$ cat src/rtl/wdog_pkg.sv
package wdog_pkg;
    localparam int RELOAD_W = 12;
    localparam int CFG_W    = 16;
    localparam int CNT_LSB  = 16;
    localparam int LOCK_BIT = 28;
    localparam int EXP_BIT  = 29;

    // Field order matches register bits 15:0 (msb first).
    typedef struct packed {
        logic                action_irq;
        logic                action_rst;
        logic                run_en;
        logic                pre_en;
        logic [RELOAD_W-1:0] reload;
    } cfg_t;
endpackage

$ cat src/rtl/wdog_cfg_reg.sv
module wdog_cfg_reg
    import wdog_pkg::*;
(
    input  logic             clk_i,
    input  logic             rst_ni,
    input  logic             wr_en_i,
    input  logic [CFG_W-1:0] wr_cfg_i,
    output cfg_t             cfg_o,
    output logic             locked_o,
    output logic [RELOAD_W-1:0] load_val_o
);
    typedef struct packed {
        cfg_t cfg;
        logic locked;
    } st_t;

    st_t st_d, st_q;

    always_comb begin
        st_d = st_q;
        if (wr_en_i && !st_q.locked) begin
            st_d.cfg    = cfg_t'(wr_cfg_i);
            st_d.locked = 1'b1;
        end
    end

    always_ff @(posedge clk_i or negedge rst_ni) begin
        if (!rst_ni) st_q <= '0;
        else         st_q <= st_d;
    end

    assign cfg_o      = st_q.cfg;
    assign locked_o   = st_q.locked;
    assign load_val_o = st_q.locked ? st_q.cfg.reload : wr_cfg_i[RELOAD_W-1:0];

    a_r3_cfg_frozen: assert property (@(posedge clk_i) disable iff (!rst_ni)
        st_q.locked |=> ($stable(st_q.cfg) && st_q.locked));
endmodule

$ cat src/rtl/wdog_tick_gen.sv
module wdog_tick_gen #(
    parameter int PRESCALE_DIV = 16384
) (
    input  logic clk_i,
    input  logic rst_ni,
    input  logic clear_i,
    input  logic run_i,
    input  logic pre_en_i,
    output logic step_o
);
    localparam int PRE_W = (PRESCALE_DIV > 1) ? $clog2(PRESCALE_DIV) : 1;
    localparam logic [PRE_W-1:0] PRE_LAST = PRE_W'(PRESCALE_DIV - 1);

    typedef struct packed {
        logic             half;
        logic [PRE_W-1:0] pre;
    } st_t;

    st_t  st_d, st_q;
    logic wd_tick;
    logic pre_wrap;

    always_comb begin
        wd_tick  = run_i && !clear_i && st_q.half;
        pre_wrap = (st_q.pre == PRE_LAST);
        st_d     = st_q;
        step_o   = 1'b0;
        if (clear_i) begin
            st_d = '0;
        end else if (run_i) begin
            st_d.half = !st_q.half;
            if (wd_tick) begin
                if (!pre_en_i) begin
                    step_o = 1'b1;
                end else if (pre_wrap) begin
                    st_d.pre = '0;
                    step_o   = 1'b1;
                end else begin
                    st_d.pre = st_q.pre + 1'b1;
                end
            end
        end
    end

    always_ff @(posedge clk_i or negedge rst_ni) begin
        if (!rst_ni) st_q <= '0;
        else         st_q <= st_d;
    end

    a_r5_no_back_to_back: assert property (@(posedge clk_i) disable iff (!rst_ni)
        step_o |=> !step_o);
endmodule

$ cat src/rtl/wdog_count_core.sv
module wdog_count_core
    import wdog_pkg::*;
(
    input  logic                clk_i,
    input  logic                rst_ni,
    input  logic                load_i,
    input  logic [RELOAD_W-1:0] load_val_i,
    input  logic                step_i,
    output logic [RELOAD_W-1:0] count_o,
    output logic                expired_o
);
    typedef struct packed {
        logic [RELOAD_W-1:0] count;
        logic                expired;
    } st_t;

    st_t st_d, st_q;

    always_comb begin
        st_d = st_q;
        if (load_i) begin
            st_d.count = load_val_i;
        end else if (step_i && !st_q.expired) begin
            if (st_q.count == '0) st_d.expired = 1'b1;
            else                  st_d.count   = st_q.count - 1'b1;
        end
    end

    always_ff @(posedge clk_i or negedge rst_ni) begin
        if (!rst_ni) st_q <= '0;
        else         st_q <= st_d;
    end

    assign count_o   = st_q.count;
    assign expired_o = st_q.expired;

    a_r5_single_step: assert property (@(posedge clk_i) disable iff (!rst_ni)
        !load_i |=> (st_q.count == $past(st_q.count) ||
                     st_q.count == $past(st_q.count) - 1'b1));
    a_r7_expire_at_zero: assert property (@(posedge clk_i) disable iff (!rst_ni)
        $rose(st_q.expired) |-> (st_q.count == '0));
    a_r9_frozen_after_expiry: assert property (@(posedge clk_i) disable iff (!rst_ni)
        st_q.expired |=> (st_q.expired && $stable(st_q.count)));
endmodule

$ cat src/rtl/wdog_lockcfg.sv
module wdog_lockcfg
    import wdog_pkg::*;
#(
    parameter int PRESCALE_DIV = 16384
) (
    input  logic        clk_i,
    input  logic        rst_ni,
    input  logic        wr_en_i,
    input  logic [31:0] wr_data_i,
    output logic [31:0] rd_data_o,
    output logic        irq_o,
    output logic        rst_req_o
);
    cfg_t                cfg;
    logic                locked;
    logic [RELOAD_W-1:0] load_val;
    logic [RELOAD_W-1:0] count;
    logic                expired;
    logic                load;
    logic                step;
    logic                run;
    logic                wr_hi_unused;

    assign wr_hi_unused = ^wr_data_i[31:CFG_W];
    assign load = wr_en_i && !expired;
    assign run  = locked && cfg.run_en && !expired;

    wdog_cfg_reg u_cfg (
        .clk_i      (clk_i),
        .rst_ni     (rst_ni),
        .wr_en_i    (wr_en_i),
        .wr_cfg_i   (wr_data_i[CFG_W-1:0]),
        .cfg_o      (cfg),
        .locked_o   (locked),
        .load_val_o (load_val)
    );

    wdog_tick_gen #(.PRESCALE_DIV(PRESCALE_DIV)) u_tick (
        .clk_i    (clk_i),
        .rst_ni   (rst_ni),
        .clear_i  (load),
        .run_i    (run),
        .pre_en_i (cfg.pre_en),
        .step_o   (step)
    );

    wdog_count_core u_core (
        .clk_i      (clk_i),
        .rst_ni     (rst_ni),
        .load_i     (load),
        .load_val_i (load_val),
        .step_i     (step),
        .count_o    (count),
        .expired_o  (expired)
    );

    always_comb begin
        rd_data_o                            = '0;
        rd_data_o[CFG_W-1:0]                 = cfg;
        rd_data_o[CNT_LSB +: RELOAD_W]       = count;
        rd_data_o[LOCK_BIT]                  = locked;
        rd_data_o[EXP_BIT]                   = expired;
    end

    assign irq_o     = expired && cfg.action_irq;
    assign rst_req_o = expired && cfg.action_rst;

    a_r9_irq_sticky: assert property (@(posedge clk_i) disable iff (!rst_ni)
        irq_o |=> irq_o);
    a_r10_idle_disabled: assert property (@(posedge clk_i) disable iff (!rst_ni)
        (locked && !cfg.run_en && !wr_en_i) |=> ($stable(count) && !expired));
    a_r1_idle_unlocked: assert property (@(posedge clk_i) disable iff (!rst_ni)
        (!locked && !wr_en_i) |=> $stable(count));
endmodule

$ cat config.mk
export PLATFORM = sky130hd
export DESIGN_NAME = wdog_lockcfg
export DESIGN_NICKNAME = d
export VERILOG_FILES = /design/src/rtl/wdog_pkg.sv /design/src/rtl/wdog_cfg_reg.sv /design/src/rtl/wdog_tick_gen.sv /design/src/rtl/wdog_count_core.sv /design/src/rtl/wdog_lockcfg.sv
export SDC_FILE = /design/constraint.sdc
export NUM_CORES = 1
export LEC_CHECK = 0
export ABC_AREA = 1
export BUFFER_PORTS_ARGS = -buffer_cell sky130_fd_sc_hd__buf_2
export CAP_MARGIN = 15
export CORE_MARGIN = 8
export CORE_UTILIZATION = 38
export CTS_CLUSTER_DIAMETER = 40
export CTS_CLUSTER_SIZE = 10
export DETAILED_ROUTE_END_ITERATION = 10
export PLACE_DENSITY_LB_ADDON = 0.05
export SLEW_MARGIN = 0
export SYNTH_ARGS = -nofsm -noshare
export SYNTH_HDL_FRONTEND = slang
export SYNTH_SLANG_ARGS = --single-unit
$ cat constraint.sdc
create_clock -name clk_i -period 2.9 [get_ports clk_i]
set_clock_uncertainty 0.15 [all_clocks]
set_input_delay 0.435 -clock clk_i [delete_from_list [all_inputs] [get_ports clk_i]]
set_output_delay 0.435 -clock clk_i [all_outputs]
set_load 0.1 [all_outputs]
# Word-level counts from Yosys, hierarchy flattened
# Cells that the tools add are included.
[op_classes]
addsub = 2
n_eq_ne = 2
mux = 15
bitwise = 1
reduce_logical = 21
[ops]
columns = ["op", "count"]
rows = [
  ["$mux 14", 3],
  ["$mux 12", 3],
  ["$mux 15", 2],
  ["$add 14x1->14 const B", 1],
  ["$eq 14x14->1 const B", 1],
  ["$mux 13", 1],
  ["$logic_not 12->1", 1],
  ["$sub 12x1->12 const B", 1],
  ["$logic_and 1x1->1", 9],
  ["$reduce_bool 2->1", 4],
  ["$mux 1", 6],
  ["$reduce_and 3->1", 2],
  ["$logic_not 1->1", 4],
  ["$ne 2x2->1 const B", 1],
  ["$reduce_and 2->1", 1],
  ["$not 1->1", 1],
]
[totals]
reg_bits = 45
inputBits = 35
word_cells = 51

# Depth between registers and ports, before layout
[logic_depth]
depth_word = 11
ltp_mapped = 12

# By module
# A second synthesis with hierarchy kept.
[hier_totals]
hier_cells = 388
area_unflattened_um2 = 2816.5
[by_module_without_submodules]
columns = ["module", "n_inst", "cells_per_inst", "area_per_inst_um2"]
rows = [
  ["wdog_count_core", 1, 144, 992.2],
  ["wdog_tick_gen", 1, 120, 890.9],
  ["wdog_cfg_reg", 1, 111, 869.6],
  ["wdog_lockcfg", 1, 13, 63.8],
]

# Worst setup path after synthesis
# Ideal clock, no wire load.
[synth_timing]
path_kind = "reg2reg"
startpoint = "reg u_cfg.st_q, in the netlist u_cfg.cfg_o[13]"
endpoint = "reg u_core.st_q, in the netlist u_core.count_o[3]"
setup_time_ns = 0.120
t_arrival_ns = 1.958
required_ns = 2.630
path_slack_ns = 0.672
stages_incl_launch_ff = 10
synth_period_minus_slack_ns = 2.228
path_cell_list = "dfrtp_1 -> nand4_1 -> nor2_2 -> nand2_4 -> buf_6 -> nand2_4 -> nand2_2 -> buf_6 -> nand2_1 -> nand2_1"
[synth_via]
elab_chain_cells = 10
[synth_rtl]
columns = ["item", "line", "rtl"]
rows = [
  ["start, declared", "wdog_cfg_reg.sv:17", "st_t st_d, st_q;"],
  ["start signal, assigned", "wdog_cfg_reg.sv:29", "else st_q <= st_d;"],
  ["$logic_and 1x1->1 (*) (2 in series)", "wdog_lockcfg.sv:26", "assign run = locked && cfg.run_en && !expired;"],
  ["$logic_and 1x1->1 (2 in series)", "wdog_tick_gen.sv:24", "wd_tick = run_i && !clear_i && st_q.half;"],
  ["$mux 1", "wdog_tick_gen.sv:32", "if (wd_tick) begin"],
  ["$mux 1 (*)", "wdog_tick_gen.sv:30", "end else if (run_i) begin"],
  ["$mux 1 (*)", "wdog_tick_gen.sv:28", "if (clear_i) begin"],
  ["$logic_and 1x1->1 (*)", "wdog_count_core.sv:23", "end else if (step_i && !st_q.expired) begin"],
  ["$reduce_bool 2->1 (no source line) (*)", "--", ""],
  ["$reduce_and 2->1 (no source line) (*)", "--", ""],
  ["end signal, assigned", "wdog_count_core.sv:31", "else st_q <= st_d;"],
  ["end, declared", "wdog_count_core.sv:17", "st_t st_d, st_q;"],
]
# Mark *: on every way between the ends. The rest lies on a longest branch, timed or not.
# A chain may end at the register's enable or synchronous reset.

# Worst setup path in the final report
[layout_timing]
startpoint = "reg u_tick.st_q[0] in the netlist's numbering"
endpoint = "reg u_core.st_q, in the netlist u_core.count_o[7]"
[layout_via]
elab_chain_cells = 9
[layout_rtl]
columns = ["item", "line", "rtl"]
rows = [
  ["start, declared", "wdog_tick_gen.sv:19", "st_t st_d, st_q;"],
  ["start signal, assigned", "wdog_tick_gen.sv:47", "else st_q <= st_d;"],
  ["$eq 14x14->1", "wdog_tick_gen.sv:25", "pre_wrap = (st_q.pre == PRE_LAST);"],
  ["$mux 1", "wdog_tick_gen.sv:35", "end else if (pre_wrap) begin"],
  ["$mux 1", "wdog_tick_gen.sv:33", "if (!pre_en_i) begin"],
  ["$mux 1", "wdog_tick_gen.sv:32", ""],
  ["$mux 1", "wdog_tick_gen.sv:30", ""],
  ["$mux 1", "wdog_tick_gen.sv:28", ""],
  ["$logic_and 1x1->1", "wdog_count_core.sv:23", ""],
  ["$reduce_bool 2->1 (no source line)", "--", ""],
  ["$reduce_and 2->1 (no source line)", "--", ""],
]
# No other way between the ends.

==> metrics.txt <==
Lkg Pwr=1.714 nW; core area=6794 um^2; CTS clk-pin slew, worst paths=0.08 ns; r2r setup slk=0.73 ns; full die area=9965 um^2; initial core utilization=39.30%; Worst slew margin=64.76%; max-cap viol count=0; Post-synth EDFFs=0; reg2reg start=u_tick.st_q[0]$_DFFE_PN0P_; Distinct cells, synth=33; Antenna Cells=0; final non-filler cell area=3080 um^2; Setup Fix Bufs, Post-CTS=0; share of cells above drive strength 1=20.83%; xor-xnor portion of the synthesized cell area=1.968%; Post-synth top flop=dfrtp_1; cells on worst reg2reg path=9; largest family of logic cells by synthesized area=simple AND/OR/NAND/NOR gates; CTS tree=yes; Yosys top cell by area=dfrtp_1; top cells by count, synth=nand2_1, dfrtp_1, o21ai_0; Vias=2,342; peak supply drop=0.1590 mV; Clock Path Buffers=2; register area share after synthesis=42.17%; count of final setup violators=0; worst skew pair latency=0.29 ns; share of the synthesized area in the top cell type=42.17%; Compound-Gate Fraction of Synth Area=11.86%; uppermost layer routed=met4; drt drc=0; vias in the first global route=2,367; Clock Tree Root=clkbuf_8; DPL Wire Length=5045 um; YS warnings=0; WP data required=2.99 ns; largest net degree at the start of global routing=27; post-detailed-route wirelength per cell=13.10 um; status=finished clean; Peak Freq=461.8 MHz; Worst Setup Start Kind=flop; Filler Cells Inserted=715; flops & latches, synth=45; Setup CP Type=reg -> reg; crit path DAT=2.25 ns; Cell Area, Synth=2670 um^2; Synth area leaders=dfrtp_1, nand2_1, o21ai_0; Area growth syn-to-layout=15.37%; syn_area_per_cell=7.437 um^2; cts bufs inserted=5; Adder-Cell Fraction of Synth Area=1.406%; pwr dens=365.0 nW/um^2; total gr overflow=0; H-tree Lvls=2; first-pass GRT wire length=11,320 um; die height=99.83 um; WL met1=3136 um; Detail Route met2 WL=3196 um; die width=99.83 um; IO Count=69; final-stage net count=445; RSZ-0062 raised after global routing=false; row count=30; final hold vios=0; Placer Congestion=0.8519; mux cell area share after synthesis=1.687%; Sink Count=45; IO Port Bufs=50; Final min period=2.166 ns; Final Cycle Share=74.68%; Mapped Cells=359; DR WL met3=208 um; FF+latch area=1126 um^2; vias per cell=4.647; slowest cell on the critical path=o21ai_2; GRT Total Usage=13.96%; area post-placement=2969 um^2; count leader, synth=nand2_1; initial antenna violation count=0; FFs w/ async S/R, synth=100.0%; Critical Path End=u_core.count_o[7]$_DFFE_PN0P_; DR pass1 iterations=4; final wirelength=6604 um; Pins Over Slew Limit=0; CP Max Fanout=12; WHS=0.2130 ns; Critical Path Max Stage Delay=0.46 ns; critical path, cell by cell=ha_1 -> nand2_2 -> nor2_4 -> nand3_4 -> nand2_4 -> nand2_4 -> o21ai_2 -> nand2_1 -> nand2_1; Multi-input gate area=1277 um^2; Synth Area in Simple Gates=30.65%; initial drt markers=64; Slew @ Worst Pin=0.5286 ns; number of routed nets with antenna violations=0; post-layout util=45.34%; min-delay worst type=in -> reg; Worst Setup SP=u_tick.st_q[0]$_DFFE_PN0P_; Worst Setup End Kind=flop; Worst R2R End=u_core.count_o[7]$_DFFE_PN0P_; setup TNS=0 ns
worst max-delay path, delay by kind of cell (launching register included):
family / cells / cell delay (ns)
simple gates: 7 / 0.81
compound gates: 1 / 0.46
flops: 1 / 0.39
fa+ha+maj: 1 / 0.28
sequential cells by signal, indices dropped and copies added (netlist names):
signal / count
u_cfg.cfg_o: 16
u_tick.st_q: 15
u_core.count_o: 12
u_cfg.locked_o: 1
u_core.expired_o: 1
area by class of cell:
cell class                      count  area share (%)
Multi-Input combinational cell    257           41.47
Sequential cell                    45           36.56
Timing Repair Buffer               54           9.180
Inverter                           44           5.605
Tap cell                           96           3.899
Clock buffer                        7           3.128
Clock inverter                      1          0.1625
repair_timing:
item | 4_1_cts | 5_1_grt
hold buffers | 1 | 0
gates resized for setup | 0 | 0
endpoints found under the hold margin | 19 | 0
how the worst min path moves through the flow:
stage | from | to | slack, ns | depth (start not counted)
after CTS | wr_data_i[13] | u_cfg.cfg_o[13]$_DFFE_PN0P_ | 0.21 | 2
after detailed placement | rst_ni | u_cfg.cfg_o[15]$_DFFE_PN0P_ | 0.27 | 1
after global routing | wr_data_i[13] | u_cfg.cfg_o[13]$_DFFE_PN0P_ | 0.20 | 2
after floorplan | rst_ni | u_cfg.cfg_o[0]$_DFFE_PN0P_ | -0.01 | 0
after global placement | rst_ni | u_cfg.cfg_o[15]$_DFFE_PN0P_ | 0.27 | 1
final | wr_data_i[13] | u_cfg.cfg_o[13]$_DFFE_PN0P_ | 0.21 | 2
where the power goes:
group | switching (mW) | internal, mW | leakage [nW]
Clock | 0.211 | 0.216 | 0.0542
Sequential | 0.00645 | 0.634 | 0.600
Combinational | 0.0403 | 0.0170 | 1.06
cell usage in the layout (no fill, tap or decap), types with 2 or more instances in the layout:
master	n
buf_2	50
inv_1	38
inv_2	3
clkbuf_8	7
dfrtp_1	45
nand2_1	104
nand4_1	9
xnor2_1	2
o21ai_2	2
nor2_4	2
nor3_1	8
nand3b_1	2
ha_1	3
nand2_4	3
o21ai_0	41
mux2_2	4
nor2_2	3
conb_1	2
xor2_1	4
a21oi_1	13
nand3_1	18
nand2_2	4
buf_4	3
nor2_1	27
through the flow:
stage / worst slack [ns] / std cells / total power, mW
6_report: 0.7344 / 504 / 1.124
3_3_place_gp: 0.7165 / 495 / 0.7101
3_5_place_dp: 0.7130 / 495 / 0.7109
4_1_cts: 0.6929 / 504 / 1.143
2_1_floorplan: 0.6722 / 360 / 0.6815
5_1_grt: 0.5284 / 504 / 1.177
cells by family (layout without fill, tap and decap cells):
kind of cell / Yosys count / after routing
XOR/XNOR: 6 / 6
AND/OR/NAND/NOR: 182 / 182
flip-flops: 45 / 45
other: 1 / 2
adder cells (fa/ha/maj): 3 / 3
AO/OA/AOI/OAI: 60 / 60
multiplexers: 4 / 4
buffers and inverters: 58 / 106
routing by layer:
metal | GRT usage (%) | vias to the layer above
met3 | 3.322 | 5
met5 | 0 | -
met1 | 16.99 | 1069
li1 | - | 1241
met2 | 24.06 | 27
met4 | 3.492 | 0
(Power assumes the default switching activity.)
